**src/rtl/i2c_mm_pkg.sv**
```systemverilog
package i2c_mm_pkg;

    localparam logic [2:0] OP_START   = 3'd1;
    localparam logic [2:0] OP_WRITE   = 3'd2;
    localparam logic [2:0] OP_READ    = 3'd3;
    localparam logic [2:0] OP_STOP    = 3'd4;
    localparam logic [2:0] OP_RECOVER = 3'd5;

    localparam int unsigned BYTE_BITS  = 8;
    localparam int unsigned FRAME_BITS = BYTE_BITS + 1;

    typedef enum logic [4:0] {
        ST_IDLE,
        ST_WAITFREE,
        ST_STA0, ST_STA1, ST_STA2, ST_STA3,
        ST_LO0, ST_LO1, ST_HI0, ST_HI1, ST_END_LO,
        ST_STO0, ST_STO1, ST_STO2, ST_STO3,
        ST_REC0, ST_REC1, ST_REC2
    } eng_st_e;

endpackage

```
**src/rtl/i2c_mm_timer.sv**
```systemverilog
module i2c_mm_timer #(
    parameter int unsigned DIV_W = 12
) (
    input  logic             clk,
    input  logic             rst_n,
    input  logic             run,
    input  logic [DIV_W-1:0] div,
    output logic             tick
);
    logic [DIV_W-1:0] cnt_d, cnt_q;

    always_comb begin
        tick  = run && (cnt_q == div);
        cnt_d = (!run || tick) ? '0 : cnt_q + 1'b1;
    end

    always_ff @(posedge clk or negedge rst_n) begin
        if (!rst_n) cnt_q <= '0;
        else        cnt_q <= cnt_d;
    end

    AST_TICK_RESTARTS: assert property (@(posedge clk) disable iff (!rst_n)
        (!run) |=> (cnt_q == '0));
endmodule

```
**src/rtl/i2c_mm_busmon.sv**
```systemverilog
module i2c_mm_busmon (
    input  logic clk,
    input  logic rst_n,
    input  logic scl_i,
    input  logic sda_i,
    output logic busy
);
    typedef struct packed {
        logic scl;
        logic sda;
        logic busy;
    } mon_s;

    mon_s mon_d, mon_q;
    logic start_seen, stop_seen;

    always_comb begin
        start_seen = mon_q.scl && scl_i && mon_q.sda && !sda_i;
        stop_seen  = mon_q.scl && scl_i && !mon_q.sda && sda_i;
        mon_d      = mon_q;
        mon_d.scl  = scl_i;
        mon_d.sda  = sda_i;
        if (start_seen)     mon_d.busy = 1'b1;
        else if (stop_seen) mon_d.busy = 1'b0;
    end

    always_ff @(posedge clk or negedge rst_n) begin
        if (!rst_n) mon_q <= '{scl: 1'b1, sda: 1'b1, busy: 1'b0};
        else        mon_q <= mon_d;
    end

    assign busy = mon_q.busy;

    AST_BUSY_ON_START: assert property (@(posedge clk) disable iff (!rst_n)
        start_seen |=> busy);
    AST_FREE_ON_STOP: assert property (@(posedge clk) disable iff (!rst_n)
        stop_seen |=> !busy);
endmodule

```
**src/rtl/i2c_mm_engine.sv**
```systemverilog
module i2c_mm_engine
    import i2c_mm_pkg::*;
#(
    parameter int unsigned REC_PULSES = 9
) (
    input  logic       clk,
    input  logic       rst_n,
    input  logic       cmd_valid,
    input  logic [2:0] cmd_code,
    input  logic [7:0] cmd_data,
    input  logic       cmd_rd_nack,
    input  logic       scl_i,
    input  logic       sda_i,
    input  logic       bus_busy,
    input  logic       tick,
    output logic       tmr_run,
    output logic       cmd_ready,
    output logic       done,
    output logic [7:0] rx_data,
    output logic       ack_out,
    output logic       arb_lost,
    output logic       scl_oe,
    output logic       sda_oe
);
    localparam int unsigned REC_W = $clog2(REC_PULSES + 1);

    typedef struct packed {
        eng_st_e                 st;
        logic                    scl_oe;
        logic                    sda_oe;
        logic                    own;
        logic [FRAME_BITS-1:0]   tx;
        logic [FRAME_BITS-1:0]   drv;
        logic [FRAME_BITS-1:0]   rx;
        logic [3:0]              bcnt;
        logic [REC_W-1:0]        pcnt;
        logic                    done;
        logic                    arb;
        logic                    ack;
        logic [BYTE_BITS-1:0]    rxd;
    } eng_s;

    eng_s q, d;
    logic wait_hi;

    always_comb begin
        wait_hi = q.st inside {ST_STA1, ST_HI0, ST_STO2, ST_REC1};
        tmr_run = !(q.st inside {ST_IDLE, ST_WAITFREE}) && !(wait_hi && !scl_i);
    end

    always_comb begin
        d      = q;
        d.done = 1'b0;
        unique case (q.st)
            ST_IDLE: begin
                if (cmd_valid) begin
                    case (cmd_code)
                        OP_START: begin
                            d.arb    = 1'b0;
                            d.sda_oe = q.own ? 1'b0 : q.sda_oe;
                            d.st     = q.own ? ST_STA0 : ST_WAITFREE;
                        end
                        OP_WRITE, OP_READ: begin
                            d.arb = 1'b0;
                            if (q.own) begin
                                d.bcnt = '0;
                                if (cmd_code == OP_WRITE) begin
                                    d.tx  = {cmd_data, 1'b1};
                                    d.drv = {{BYTE_BITS{1'b1}}, 1'b0};
                                end else begin
                                    d.tx  = {{BYTE_BITS{1'b1}}, cmd_rd_nack};
                                    d.drv = {{BYTE_BITS{1'b0}}, 1'b1};
                                end
                                d.st = ST_LO0;
                            end else begin
                                d.done = 1'b1;
                            end
                        end
                        OP_STOP: begin
                            d.arb = 1'b0;
                            if (q.own) d.st   = ST_STO0;
                            else       d.done = 1'b1;
                        end
                        OP_RECOVER: begin
                            d.arb    = 1'b0;
                            d.pcnt   = '0;
                            d.scl_oe = 1'b1;
                            d.sda_oe = 1'b0;
                            d.st     = ST_REC0;
                        end
                        default: ;
                    endcase
                end
            end
            ST_WAITFREE: begin
                if (!bus_busy && scl_i && sda_i) begin
                    d.sda_oe = 1'b0;
                    d.st     = ST_STA0;
                end
            end
            ST_STA0: if (tick) begin d.scl_oe = 1'b0; d.st = ST_STA1; end
            ST_STA1: if (tick) begin d.sda_oe = 1'b1; d.st = ST_STA2; end
            ST_STA2: if (tick) begin d.scl_oe = 1'b1; d.st = ST_STA3; end
            ST_STA3: if (tick) begin d.own = 1'b1; d.done = 1'b1; d.st = ST_IDLE; end
            ST_LO0: if (tick) begin d.sda_oe = !q.tx[FRAME_BITS-1]; d.st = ST_LO1; end
            ST_LO1: if (tick) begin d.scl_oe = 1'b0; d.st = ST_HI0; end
            ST_HI0: begin
                if (tick) begin
                    d.rx = {q.rx[FRAME_BITS-2:0], sda_i};
                    if (q.drv[FRAME_BITS-1] && q.tx[FRAME_BITS-1] && !sda_i) begin
                        d.scl_oe = 1'b0;
                        d.sda_oe = 1'b0;
                        d.own    = 1'b0;
                        d.arb    = 1'b1;
                        d.done   = 1'b1;
                        d.st     = ST_IDLE;
                    end else begin
                        d.st = ST_HI1;
                    end
                end
            end
            ST_HI1: begin
                if (tick) begin
                    d.tx     = {q.tx[FRAME_BITS-2:0], 1'b1};
                    d.drv    = {q.drv[FRAME_BITS-2:0], 1'b0};
                    d.bcnt   = q.bcnt + 1'b1;
                    d.scl_oe = 1'b1;
                    d.st     = (q.bcnt == 4'(FRAME_BITS - 1)) ? ST_END_LO : ST_LO0;
                end
            end
            ST_END_LO: begin
                if (tick) begin
                    d.sda_oe = 1'b0;
                    d.rxd    = q.rx[FRAME_BITS-1:1];
                    d.ack    = q.rx[0];
                    d.done   = 1'b1;
                    d.st     = ST_IDLE;
                end
            end
            ST_STO0: if (tick) begin d.sda_oe = 1'b1; d.st = ST_STO1; end
            ST_STO1: if (tick) begin d.scl_oe = 1'b0; d.st = ST_STO2; end
            ST_STO2: if (tick) begin d.sda_oe = 1'b0; d.st = ST_STO3; end
            ST_STO3: if (tick) begin d.own = 1'b0; d.done = 1'b1; d.st = ST_IDLE; end
            ST_REC0: if (tick) begin d.scl_oe = 1'b0; d.st = ST_REC1; end
            ST_REC1: if (tick) begin d.pcnt = q.pcnt + 1'b1; d.st = ST_REC2; end
            ST_REC2: begin
                if (tick) begin
                    d.scl_oe = 1'b1;
                    d.st     = (sda_i || q.pcnt == REC_W'(REC_PULSES)) ? ST_STO0 : ST_REC0;
                end
            end
            default: d.st = ST_IDLE;
        endcase
    end

    always_ff @(posedge clk or negedge rst_n) begin
        if (!rst_n) q <= '{st: ST_IDLE, tx: '1, default: '0};
        else        q <= d;
    end

    assign cmd_ready = (q.st == ST_IDLE);
    assign done      = q.done;
    assign rx_data   = q.rxd;
    assign ack_out   = q.ack;
    assign arb_lost  = q.arb;
    assign scl_oe    = q.scl_oe;
    assign sda_oe    = q.sda_oe;

    AST_WAIT_RELEASED: assert property (@(posedge clk) disable iff (!rst_n)
        (q.st == ST_WAITFREE) |-> (!q.scl_oe && !q.sda_oe));
    AST_SDA_STABLE_HIGH: assert property (@(posedge clk) disable iff (!rst_n)
        ((q.st inside {ST_HI0, ST_HI1}) && ($past(q.st) inside {ST_HI0, ST_HI1})) |-> $stable(q.sda_oe));
    AST_IDLE_RELEASED: assert property (@(posedge clk) disable iff (!rst_n)
        (q.st == ST_IDLE && !q.own) |-> (!q.scl_oe && !q.sda_oe));
    AST_STRETCH_HOLD: assert property (@(posedge clk) disable iff (!rst_n)
        (q.st == ST_HI0 && !scl_i) |=> (q.st == ST_HI0 && !q.scl_oe));
    AST_ARB_RELEASE: assert property (@(posedge clk) disable iff (!rst_n)
        $rose(q.arb) |-> (!q.scl_oe && !q.sda_oe && !q.own));
    AST_REC_LIMIT: assert property (@(posedge clk) disable iff (!rst_n)
        (q.pcnt <= REC_W'(REC_PULSES)));
endmodule

```
**src/rtl/i2c_mm_ctrl.sv**
```systemverilog
module i2c_mm_ctrl #(
    parameter int unsigned DIV_W      = 12,
    parameter int unsigned REC_PULSES = 9
) (
    input  logic             clk,
    input  logic             rst_n,
    input  logic [DIV_W-1:0] clk_div,
    input  logic             cmd_valid,
    input  logic [2:0]       cmd_code,
    input  logic [7:0]       cmd_data,
    input  logic             cmd_rd_nack,
    output logic             cmd_ready,
    output logic             done,
    output logic [7:0]       rx_data,
    output logic             ack_out,
    output logic             arb_lost,
    output logic             bus_busy,
    input  logic             scl_i,
    input  logic             sda_i,
    output logic             scl_oe,
    output logic             sda_oe
);
    logic tmr_run, tick;

    i2c_mm_timer #(.DIV_W(DIV_W)) i_timer (
        .clk  (clk),
        .rst_n(rst_n),
        .run  (tmr_run),
        .div  (clk_div),
        .tick (tick)
    );

    i2c_mm_busmon i_busmon (
        .clk  (clk),
        .rst_n(rst_n),
        .scl_i(scl_i),
        .sda_i(sda_i),
        .busy (bus_busy)
    );

    i2c_mm_engine #(.REC_PULSES(REC_PULSES)) i_engine (
        .clk        (clk),
        .rst_n      (rst_n),
        .cmd_valid  (cmd_valid),
        .cmd_code   (cmd_code),
        .cmd_data   (cmd_data),
        .cmd_rd_nack(cmd_rd_nack),
        .scl_i      (scl_i),
        .sda_i      (sda_i),
        .bus_busy   (bus_busy),
        .tick       (tick),
        .tmr_run    (tmr_run),
        .cmd_ready  (cmd_ready),
        .done       (done),
        .rx_data    (rx_data),
        .ack_out    (ack_out),
        .arb_lost   (arb_lost),
        .scl_oe     (scl_oe),
        .sda_oe     (sda_oe)
    );
endmodule

```
**config.mk**
```make
export PLATFORM = sky130hd
export DESIGN_NAME = i2c_mm_ctrl
export DESIGN_NICKNAME = d
export VERILOG_FILES = /design/src/rtl/i2c_mm_pkg.sv /design/src/rtl/i2c_mm_timer.sv /design/src/rtl/i2c_mm_busmon.sv /design/src/rtl/i2c_mm_engine.sv /design/src/rtl/i2c_mm_ctrl.sv
export SDC_FILE = /design/constraint.sdc
export NUM_CORES = 1
export LEC_CHECK = 0
export BUFFER_PORTS_ARGS = -buffer_cell sky130_fd_sc_hd__buf_2
export CAP_MARGIN = 20
export CORE_MARGIN = 10
export CORE_UTILIZATION = 24
export DETAILED_ROUTE_END_ITERATION = 12
export PLACE_DENSITY = 0.42
export SETUP_SLACK_MARGIN = 0.05
export SLEW_MARGIN = 25
export SYNTH_ARGS = -nofsm -noshare
export SYNTH_HDL_FRONTEND = slang
export SYNTH_HIERARCHICAL = 1
export SYNTH_SLANG_ARGS = --single-unit
```
**constraint.sdc**
```tcl
create_clock -name clk -period 5.4 [get_ports clk]
set_input_delay 1.08 -clock clk [delete_from_list [all_inputs] [get_ports clk]]
set_output_delay 1.08 -clock clk [all_outputs]
set_load 0.02 [all_outputs]
```
**After elaboration in Yosys (flattened, before gate mapping)**

Cells that the tools add are included.

- Register bits after elaboration: 69
- Latch bits: 0
- Bits in writable memories: 0
- ROM bits: 0
- Logic and storage cells: 182
- Memories kept: 0

- Add/subtract/negate cells: 3
- $mul: 0
- Div/mod/pow operators: 0
- Magnitude comparators: 0
- Equality and inequality tests: 55
- Shift-type cells: 0
- Multiplexer cells: 60
- Bitwise gates (word level): 0
- Reductions and logical operators: 47

Operators by type and width:

| cell | number |
|---|---|
| 2-to-1 mux 18 bit | 5 |
| one-hot mux 5 bit (16 select lines) | 1 |
| 2-to-1 mux 5 bit | 9 |
| 2-to-1 mux 6 bit | 7 |
| inequality test 2 x 1 -> 1 bit (second input constant) | 21 |
| == test 5 x 4 -> 1 bit (second input constant) | 8 |
| one-hot mux 18 bit (2 select lines) | 1 |
| 2-to-1 mux 4 bit | 7 |
| == test 5 x 3 -> 1 bit (second input constant) | 4 |
| one-hot mux 5 bit (4 select lines) | 1 |
| AND reduction 19 bit | 1 |
| one-hot mux 4 bit (2 select lines) | 2 |
| AND reduction 5 bit | 3 |
| adder 12 x 1 -> 12 bit (second input constant) | 1 |
| == test 12 bit | 1 |
| logical AND 1 bit | 12 |
| 2-to-1 mux 1 bit | 12 |
| 2-to-1 mux 12 bit | 1 |
| AND reduction 12 bit | 1 |
| == test 5 x 2 -> 1 bit (second input constant) | 2 |
| == test 5 bit (second input constant) | 2 |
| 2-to-1 mux 10 bit | 1 |
| AND reduction 10 bit | 1 |
| nonzero test 2 bit | 5 |
| 30 further kinds | 56 |

**Longest topological paths before layout**

Gate-level depths: netlist of run 1.

- Word-level depth: 8
- Gate-level depth with buffers: 16
- Depth with buffers taken out: 12

**Hierarchy**

The synthesis of run 1 kept the hierarchy.

Modules (own cells, without submodules):

| module | times used | cells an instance | area an instance (um2) |
|---|---|---|---|
| i2c_mm_engine | 1 | 345 | 3160.5 |
| i2c_mm_timer | 1 | 77 | 738.2 |
| i2c_mm_busmon | 1 | 7 | 111.4 |

**Least setup slack after synthesis of run 1**

No wires, ideal clock.

- Path kind: register to register
- Start point: register i_engine/q[51] (netlist name)
- End point: register i_engine.q (netlist bit i_engine/ack_out)
- Setup time: 0.125 ns
- Data arrival time: 3.183 ns
- Data required time: 5.275 ns
- Path slack: 2.093 ns
- Stages on the path, launching flop included: 15
- Path buffers: 4
- Period minus slack after synthesis: 3.307 ns
- Cell sequence: dfrtp_1 -> buf_6 -> buf_2 -> clkbuf_1 -> and3_1 -> o21ai_0 -> a21oi_1 -> nor2_1 -> a2bb2oi_1 -> inv_1 -> nor4_1 -> buf_2 -> nand2_1 -> nor4_4 -> mux2_2

- Word-level cells in the longest chain between the ends: 7

Ends and longest elaborated chain:

| item | RTL line | RTL |
|---|---|---|
| start, declared | i2c_mm_engine.sv:43 | `eng_s q, d;` |
| start signal, assigned | i2c_mm_engine.sv:157 | `if (!rst_n) q <= '{st: ST_IDLE, tx: '1, default: '0};` |
| start signal, assigned | i2c_mm_engine.sv:158 | `else q <= d;` |
| == test 5 x 2 -> 1 bit (tied with other cells) | i2c_mm_engine.sv:47 | `wait_hi = q.st inside {ST_STA1, ST_HI0, ST_STO2, ST_REC1};` |
| nonzero test 4 bit | i2c_mm_engine.sv:47 |  |
| logical AND 1 bit | i2c_mm_engine.sv:48 | `tmr_run = !(q.st inside {ST_IDLE, ST_WAITFREE}) && !(wait_hi && !scl_i);` |
| zero test 1 bit | i2c_mm_engine.sv:48 |  |
| logical AND 1 bit * | i2c_mm_engine.sv:48 |  |
| named net tmr_run | i2c_mm_ctrl.sv:23 | `logic tmr_run, tick;` |
| logical AND 1 bit * | i2c_mm_timer.sv:13 | `tick = run && (cnt_q == div);` |
| named net tick | i2c_mm_ctrl.sv:23 |  |
| AND reduction 2 bit (no source line) * | - |  |

Mark *: on every way through the listed nets, which the timed path passes. The rest lies on a longest branch.
A chain may end at the register's enable or synchronous reset.

**Worst setup path after layout of run 1**

- Start point: register i_engine/q[51] (netlist name)
- End point: register i_engine.q (netlist bit i_engine/rx_data[1])

The elaborated chain is that of the path after synthesis.

==> summary.log, run 1 <==
INFO  status         result_of_the_run=finished, final reports clean
INFO  flow_run       cap_violations=0
INFO  synthesis      synthesis.instances=429
INFO  synthesis      yosys-top-cells-count=sky130_fd_sc_hd__dfrtp_1, sky130_fd_sc_hd__nor2_1, sky130_fd_sc_hd__nand2_1
INFO  synthesis      number_of_enable_flip_flop_cells_after_synthesis=0
INFO  place          routabilityCongestion=0.867
INFO  timing         final-setup-viol-count=0
INFO  critical_path  timing.critical_path.to_type=flop
INFO  grt            globalRouteMet3Util=2.91%
INFO  timing         totalNegativeSetupSlack=0ns
INFO  synthesis      ys_warn_count=6
INFO  clock_tree     ctsHoldBuffers=0
INFO  critical_path  crit_path_required_time=5.61ns
INFO  clock_tree     cts.sinks=69
INFO  synthesis      syn_area=4010um^2
INFO  critical_path  kind_of_start_point_of_the_critical_path=flop
INFO  drt            firstDrtPassIters=4
INFO  grt            m2_gr_usage=14.3%
INFO  critical_path  worst_r2r_endpoint=i_engine/rx_data[1]
INFO  timing         slew_headroom=33.9%
INFO  worst_hold_path min-delay-start=i_engine/q[44]
INFO  clock_tree     clk-insertion-delay-late=0.33ns
INFO  floorplan      core-area=16500um^2
INFO  timing         timing.clock.skew=0.00668ns
INFO  grt            number_of_global_route_vias_before_repair=3283
INFO  finish         number_of_antenna_repair_diodes=0
INFO  clock_tree     cts_inserted_buffers=9
INFO  drt            drt_drc_violations_left=0
INFO  timing         finalHoldViolations=0
INFO  timing         postLayoutSetupSlackWorst=1.60ns
INFO  grt            pin_count_of_the_biggest_net_entering_global_routing=39
INFO  timing         worst-slew-pin-transition=0.988ns
INFO  synthesis      synth_seq_area_share=43.4%
INFO  timing         final_worst_path_period_share=70.4%
INFO  synthesis      synth.distinct_cells=65
INFO  clock_tree     htreeDepth=3
INFO  critical_path  worstReg2RegStart=i_engine/q[51]
INFO  critical_path  worst-endpoint-arrival=4.01ns
INFO  critical_path  slack_of_the_worst_reg_to_reg_path=1.60ns
INFO  floorplan      initial_standard_cell_utilization_of_the_core=24.4%
INFO  floorplan      die_y=149um
INFO  place          place_worst_setup_slack=1.58ns
INFO  synthesis      synth.ff_latch_count=69
INFO  timing         report.final.slew_viol_count=0
INFO  grt            grt_first_pass_wirelength=17.2mm
INFO  synthesis      synth.net_count=463
INFO  floorplan      die-width=149um
INFO  drt            vias=3160
INFO  grt            use_met1=12.8%
INFO  pwr            total_leakage_power=0.00199uW
INFO  synthesis      yosysMostFrequentCell=sky130_fd_sc_hd__dfrtp_1
INFO  clock_tree     tritoncts=built
INFO  synthesis      synth_largest_area_cell=sky130_fd_sc_hd__dfrtp_1
INFO  critical_path  critical_path_class=reg -> reg
INFO  drt            routed_wl=10.2mm
INFO  drt            route.detailed.wl_per_inst=15.0um
INFO  worst_hold_path hold_path.class=reg -> reg
INFO  grt            initial_antenna_violation_count=1
INFO  timing         grt_setup_unrepaired=false
INFO  synthesis      synth_async_sr_flop_share=100%
INFO  floorplan      rows=47
INFO  synthesis      yosys_most_used_dff=sky130_fd_sc_hd__dfrtp_1
INFO  finish         layout-drive-gt1-share=23.7%
INFO  timing         peak_freq=0.263GHz
INFO  finish         syn2layout_area_growth=15.5%
INFO  clock_tree     cts_setup_buffers=0
INFO  place          dpl.hpwl=7.30mm
INFO  grt            grt_remaining_overflow=0
INFO  clock_tree     clkSlewWorstSetupHoldPaths=0.06ns
INFO  floorplan      floorplan.die_area=22300um^2
INFO  drt            antenna_left=0
INFO  synthesis      synth_largest_type_area_fraction=36.2%
INFO  clock_tree     root_buffer=sky130_fd_sc_hd__clkbuf_16
INFO  worst_hold_path min_to=i_engine/q[44]
INFO  synthesis      synthTopCellsByArea=sky130_fd_sc_hd__dfrtp_1, sky130_fd_sc_hd__dfstp_2, sky130_fd_sc_hd__mux2_2
INFO  clock_tree     max-clock-path-buffers=2
INFO  worst_hold_path worst_hold_path.num_cells=2
INFO  finish         final_net_count=489
INFO  floorplan      num_io_pins=44
INFO  pwr            powerDensity=386nW/um^2
INFO  drt            viasPerCell=4.65
INFO  grt            global_route.usage.total=9.56%
INFO  grt            busiest_layer=met2
INFO  timing         hold_ws=0.463ns
INFO  clock_tree     resized_cells_post_cts=0
INFO  critical_path  worstPathMaxFanout=28
INFO  synthesis      synth_area_per_cell=9.35um^2
INFO  critical_path  reg2reg_depth=11
INFO  pwr            max-vdd-ir-drop=0.149mV
INFO  place          placement.io_buffers=43
INFO  timing         timing.final.crit_period=3.80ns
INFO  drt            drt_iter0_markers=284
[kinds of logic after synthesis]
group,share of synthesized area (%)
AO/OA/AOI/OAI,13.4
buffers and inverters,6.43
adder cells (fa/ha/maj),1.56
multiplexers,6.65
XOR/XNOR,5.43
AND/OR/NAND/NOR,23.2
flip-flops,43.4
[per-stage QoR]
step,util [%],cell area (um^2),std cells,total power (uW)
floorplan,-,4010,429,1120
global placement,26.4,4350,664,1250
detailed placement,26.4,4350,664,1240
CTS,28.1,4630,680,1810
global route,28.1,4630,680,1920
finish,28.1,4630,680,1790
[per-layer routing]
metal | vias up | part of all wire [%]
met3 | 10 | 4.9
met4 | 0 | 1.4
li1 | 1545 | -
met2 | 67 | 46
met1 | 1538 | 47
met5 | - | 0
[state kept, by name, summed over array words and instances (netlist names)]
signal and count:
i_engine/rx_data 8, i_engine/sda_oe 1, i_busmon/mon_q 2, i_timer/cnt_q 12, i_engine/scl_oe 1, i_engine/ack_out 1
i_engine/done 1, i_busmon/busy 1, i_engine/q 41, i_engine/arb_lost 1
[layout by cell type, fill, tap and decap left out, types with 3 or more instances in the layout]
cell / instances
sky130_fd_sc_hd__a31oi_1: 6
sky130_fd_sc_hd__nand4_1: 6
sky130_fd_sc_hd__inv_1: 17
sky130_fd_sc_hd__dfrtp_1: 58
sky130_fd_sc_hd__a21oi_1: 31
sky130_fd_sc_hd__o21ai_0: 17
sky130_fd_sc_hd__xnor2_1: 19
sky130_fd_sc_hd__nor4_1: 3
sky130_fd_sc_hd__or4b_1: 3
sky130_fd_sc_hd__and3_1: 4
sky130_fd_sc_hd__nand2_1: 37
sky130_fd_sc_hd__nor3_1: 12
sky130_fd_sc_hd__xor2_1: 4
sky130_fd_sc_hd__dfstp_2: 11
sky130_fd_sc_hd__o211ai_1: 3
sky130_fd_sc_hd__nor2b_1: 5
sky130_fd_sc_hd__nand3b_1: 5
sky130_fd_sc_hd__a2bb2oi_1: 3
sky130_fd_sc_hd__ha_1: 5
sky130_fd_sc_hd__mux2_2: 21
sky130_fd_sc_hd__clkbuf_16: 9
sky130_fd_sc_hd__o221ai_1: 3
sky130_fd_sc_hd__clkinv_2: 3
sky130_fd_sc_hd__nand3_1: 14
sky130_fd_sc_hd__buf_2: 42
sky130_fd_sc_hd__nand2b_1: 7
sky130_fd_sc_hd__nor2_1: 52
sky130_fd_sc_hd__buf_4: 6
sky130_fd_sc_hd__mux2i_1: 3
[report_power, final]
group,internal [uW],switching (uW),total (uW)
registers,555,91.5,647
logic,235,358,592
clock network,333,217,550
[layout make-up]
cell class / instances / area, um^2
Tap cell: 220 / 275
Multi-Input combinational cell: 310 / 2020
Clock inverter: 4 / 22.5
Clock buffer: 12 / 256
Inverter: 17 / 63.8
Fill cell: 1770 / 11800
Sequential cell: 69 / 1740
Timing Repair Buffer: 48 / 255
[worst max path at each step]
stage                        start             endpoint  slack, ns  cells past startpoint
detailed placement  i_engine/q[51]  i_engine/rx_data[1]       1.58                     11
finish              i_engine/q[51]  i_engine/rx_data[1]       1.60                     11
CTS                 i_engine/q[51]  i_engine/rx_data[1]       1.57                     11
floorplan           i_engine/q[51]     i_engine/ack_out       2.09                     14
global route        i_engine/q[52]  i_engine/rx_data[0]       1.28                     11
global placement    i_engine/q[51]  i_engine/rx_data[4]       1.68                     11
[worst max-delay path, cell delays in order, from the launching register on]
cell and delay, ns:
sky130_fd_sc_hd__dfrtp_1 0.95, sky130_fd_sc_hd__nor2_1 0.16, sky130_fd_sc_hd__o21ai_0 0.22, sky130_fd_sc_hd__a21oi_1 0.09, sky130_fd_sc_hd__nor2_1 0.09, sky130_fd_sc_hd__a2bb2oi_1 0.31
sky130_fd_sc_hd__inv_1 0.09, sky130_fd_sc_hd__nor4_2 0.26, sky130_fd_sc_hd__buf_4 0.23, sky130_fd_sc_hd__nand2_1 0.20, sky130_fd_sc_hd__nor4_4 0.64, sky130_fd_sc_hd__mux2_2 0.41
No activity file was read; power rests on OpenSTA's default activity.
==> inputs of run 2 (changes only) <==
==> constraint.sdc (replaced) <==
create_clock -name clk -period 3.5 [get_ports clk]
set_input_delay 0.7 -clock clk [delete_from_list [all_inputs] [get_ports clk]]
set_output_delay 0.7 -clock clk [all_outputs]
set_load 0.02 [all_outputs]
==> run 2 against run 1 <==
  * Combinational power up 79%
  * Maximum frequency up 24%
  * Design area up 1.7%
  * Sequential share of layout area down 0.62 points
  * Register-to-register slack worse by 1.2 ns
  * Sequential power up 43%
  * Critical endpoint is now i_engine/rx_data[2]
==> summary.log, run 2 (same netlist as run 1, synthesis figures left out) <==
INFO  place          number_of_cells_after_detailed_placement=673 [+1.4%]
INFO  pwr            total_leakage_power=0.00203uW [+2.2%]
INFO  clock_tree     ctsHoldBuffers=0 [unchanged]
INFO  floorplan      floorplan.die_area=22300um^2 [unchanged]
INFO  critical_path  worst-endpoint-arrival=3.29ns [-0.72 ns]
INFO  finish         registers.top_by_ff_count=i_engine/q
INFO  clock_tree     cts_setup_buffers=0 [unchanged]
INFO  grt            initial_antenna_violation_count=1 [unchanged]
INFO  critical_path  cp_num_buf_inv=1 [-1]
INFO  clock_tree     clkSlewWorstSetupHoldPaths=0.06ns [about the same]
INFO  floorplan      core-area=16500um^2 [unchanged]
INFO  timing         peak_freq=0.325GHz [+24%]
INFO  grt            grt_remaining_overflow=0 [unchanged]
INFO  finish         final_net_count=498 [+1.8%]
INFO  place          placement.io_buffers=43 [unchanged]
INFO  timing         finalHoldViolations=0 [unchanged]
INFO  clock_tree     cts_inserted_buffers=9 [unchanged]
INFO  worst_hold_path hold_path.class=in -> async
INFO  drt            drt_iter0_markers=302 [+6.3%]
INFO  status         result_of_the_run=finished, final reports clean
INFO  timing         grt_setup_unrepaired=false
INFO  critical_path  critical_path_class=reg -> reg
INFO  pwr            comb_power_share=37.4% [+4.3 points]
INFO  grt            global_route.usage.total=9.51% [-0.042 points]
INFO  finish         final-instance-count-excl-fill=690 [+1.5%]
INFO  pwr            switching_share=38.0% [+0.80 points]
INFO  flow_run       cap_violations=0 [unchanged]
INFO  place          dpl.hpwl=7.41mm [+1.6%]
INFO  drt            vias=3226 [+2.1%]
INFO  pwr            max-vdd-ir-drop=0.321mV [+120%]
INFO  drt            firstDrtPassIters=4 [unchanged]
INFO  critical_path  worstPathMaxFanout=9 [-68%]
INFO  drt            drt_drc_violations_left=0 [unchanged]
INFO  place          routabilityCongestion=0.845 [-2.6%]
INFO  floorplan      die_y=149um [unchanged]
INFO  drt            routed_wl=10.3mm [+1.4%]
INFO  clock_tree     tritoncts=built
INFO  timing         worst-slew-pin-transition=0.880ns [-0.107 ns]
INFO  timing         final_worst_path_period_share=87.8% [+17 points]
INFO  critical_path  timing.critical_path.to_type=flop
INFO  pwr            internal_power_contribution=1760uW [+57%]
INFO  timing         report.final.slew_viol_count=0 [unchanged]
INFO  drt            route.detailed.wl_per_inst=15.0um [about the same]
INFO  drt            antenna_left=0 [unchanged]
INFO  pwr            power.net_switching=1080uW [+62%]
INFO  floorplan      die-width=149um [unchanged]
INFO  critical_path  kind_of_start_point_of_the_critical_path=flop
INFO  clock_tree     cts.sinks=69 [unchanged]
INFO  critical_path  cell_with_the_largest_stage_delay_on_the_worst_path=sky130_fd_sc_hd__nor4_4
INFO  clock_tree     htreeDepth=3 [unchanged]
INFO  grt            number_of_global_route_vias_before_repair=3279 [-0.12%]
INFO  floorplan      num_io_pins=44 [unchanged]
INFO  timing         slew_headroom=41.0% [+7.1 points]
INFO  pwr            powerDensity=603nW/um^2 [+56%]
INFO  floorplan      initial_standard_cell_utilization_of_the_core=24.4% [unchanged]
INFO  clock_tree     resized_cells_post_cts=0 [unchanged]
INFO  critical_path  critical-path-max-stage-delay=0.63ns [-0.32 ns]
INFO  timing         timing.clock.skew=0.00513ns [-0.00155 ns]
INFO  floorplan      rows=47 [unchanged]
INFO  critical_path  crit_path_required_time=3.72ns [-1.89 ns]
INFO  pwr            pwr-share-clk=30.1% [-0.6 points]
INFO  critical_path  timing.critical_path.max_delay_family=simple AND/OR/NAND/NOR gates
INFO  timing         timing.final.crit_period=3.07ns [-0.728 ns]
INFO  timing         final-setup-viol-count=0 [unchanged]
INFO  critical_path  crit_chain=and3_1 -> o21ai_0 -> a21oi_1 -> nor2_1 -> a2bb2oi_1 -> inv_1 -> nor4_2 -> nand2_1 -> nor4_4 -> mux2_2
INFO  finish         syn2layout_area_growth=17.4%
INFO  finish         largest_register_ff_count=41 [unchanged]
INFO  timing         totalNegativeSetupSlack=0ns [unchanged]
INFO  finish         fillers=1790 [+1.1%]
INFO  finish         layout-drive-gt1-share=25.2% [+1.5 points]
INFO  grt            pin_count_of_the_biggest_net_entering_global_routing=70 [+79%]
INFO  clock_tree     max-clock-path-buffers=2 [unchanged]
INFO  finish         layout_commonest_cell=sky130_fd_sc_hd__dfrtp_1
INFO  drt            viasPerCell=4.68 [+0.61%]
INFO  clock_tree     root_buffer=sky130_fd_sc_hd__clkbuf_16
INFO  finish         mostFrequentLayoutCells=sky130_fd_sc_hd__dfrtp_1, sky130_fd_sc_hd__nor2_1, sky130_fd_sc_hd__buf_2
INFO  grt            grt_first_pass_wirelength=17.2mm [about the same]
INFO  clock_tree     clk-insertion-delay-late=0.34ns [about the same]
INFO  pwr            seqPwrFrac=32.5% [-3.6 points]
-- run 2: routing by layer --
| metal | vias up | track usage (%) | part of all wire, % |
|---|---|---|---|
| li1 | 1571 | - | - |
| met1 | 1532 | 12.5 | 47 |
| met2 | 102 | 14.1 | 45 |
| met3 | 21 | 3.28 | 6.4 |
| met4 | 0 | 3.34 | 1.9 |
| met5 | - | 0 | 0 |
-- run 2: cell type report --
| class | count | area [um^2] | area share (%) |
|---|---|---|---|
| diodes | 1 | 2.50 | 0.0531 |
| clock buffers | 10 | 239 | 5.07 |
| clock inverters | 6 | 37.5 | 0.797 |
| inverters | 17 | 63.8 | 1.35 |
| multi-input cells | 310 | 2020 | 42.9 |
| flip-flops and latches | 69 | 1740 | 37.0 |
| well taps | 220 | 275 | 5.84 |
| repair buffers | 57 | 333 | 7.07 |
-- run 2: worst paths after layout --
kind	startpoint	end	slack, ns	cells past startpoint
setup / recovery	i_engine/q[52]	i_engine/rx_data[2]	0.43	10
hold / removal	rst_n	i_engine/q[11]	0.37	2
setup reg to reg	i_engine/q[52]	i_engine/rx_data[2]	0.43	10
hold reg to reg	i_engine/q[44]	i_engine/q[44]	0.47	2
max in group asynchronous	rst_n	i_busmon/mon_q[2]	2.76	2
min in group clk	i_engine/q[44]	i_engine/q[44]	0.47	2
-- run 2: metrics by stage --
stage          setup slack [ns]  hold slack (ns)  util, %  cell area, um^2  power [uW]
2_1_floorplan             0.193            0.404        -             4010        1720
5_1_grt                   0.202            0.400     28.6             4710        3030
4_1_cts                   0.402            0.400     28.6             4710        2870
3_5_place_dp              0.333            0.456     26.9             4430        1990
3_3_place_gp              0.415            0.455     26.9             4430        2010
6_report                  0.427            0.368     28.6             4710        2840
-- run 2: power groups by stage --
stage          registers, uW  logic, uW  clock network [uW]
6_report                 923       1060                 855
5_1_grt                  933       1170                 926
4_1_cts                  923       1060                 893
3_5_place_dp             937       1050                   0
3_3_place_gp             935       1080                   0
2_1_floorplan            924        798                   0
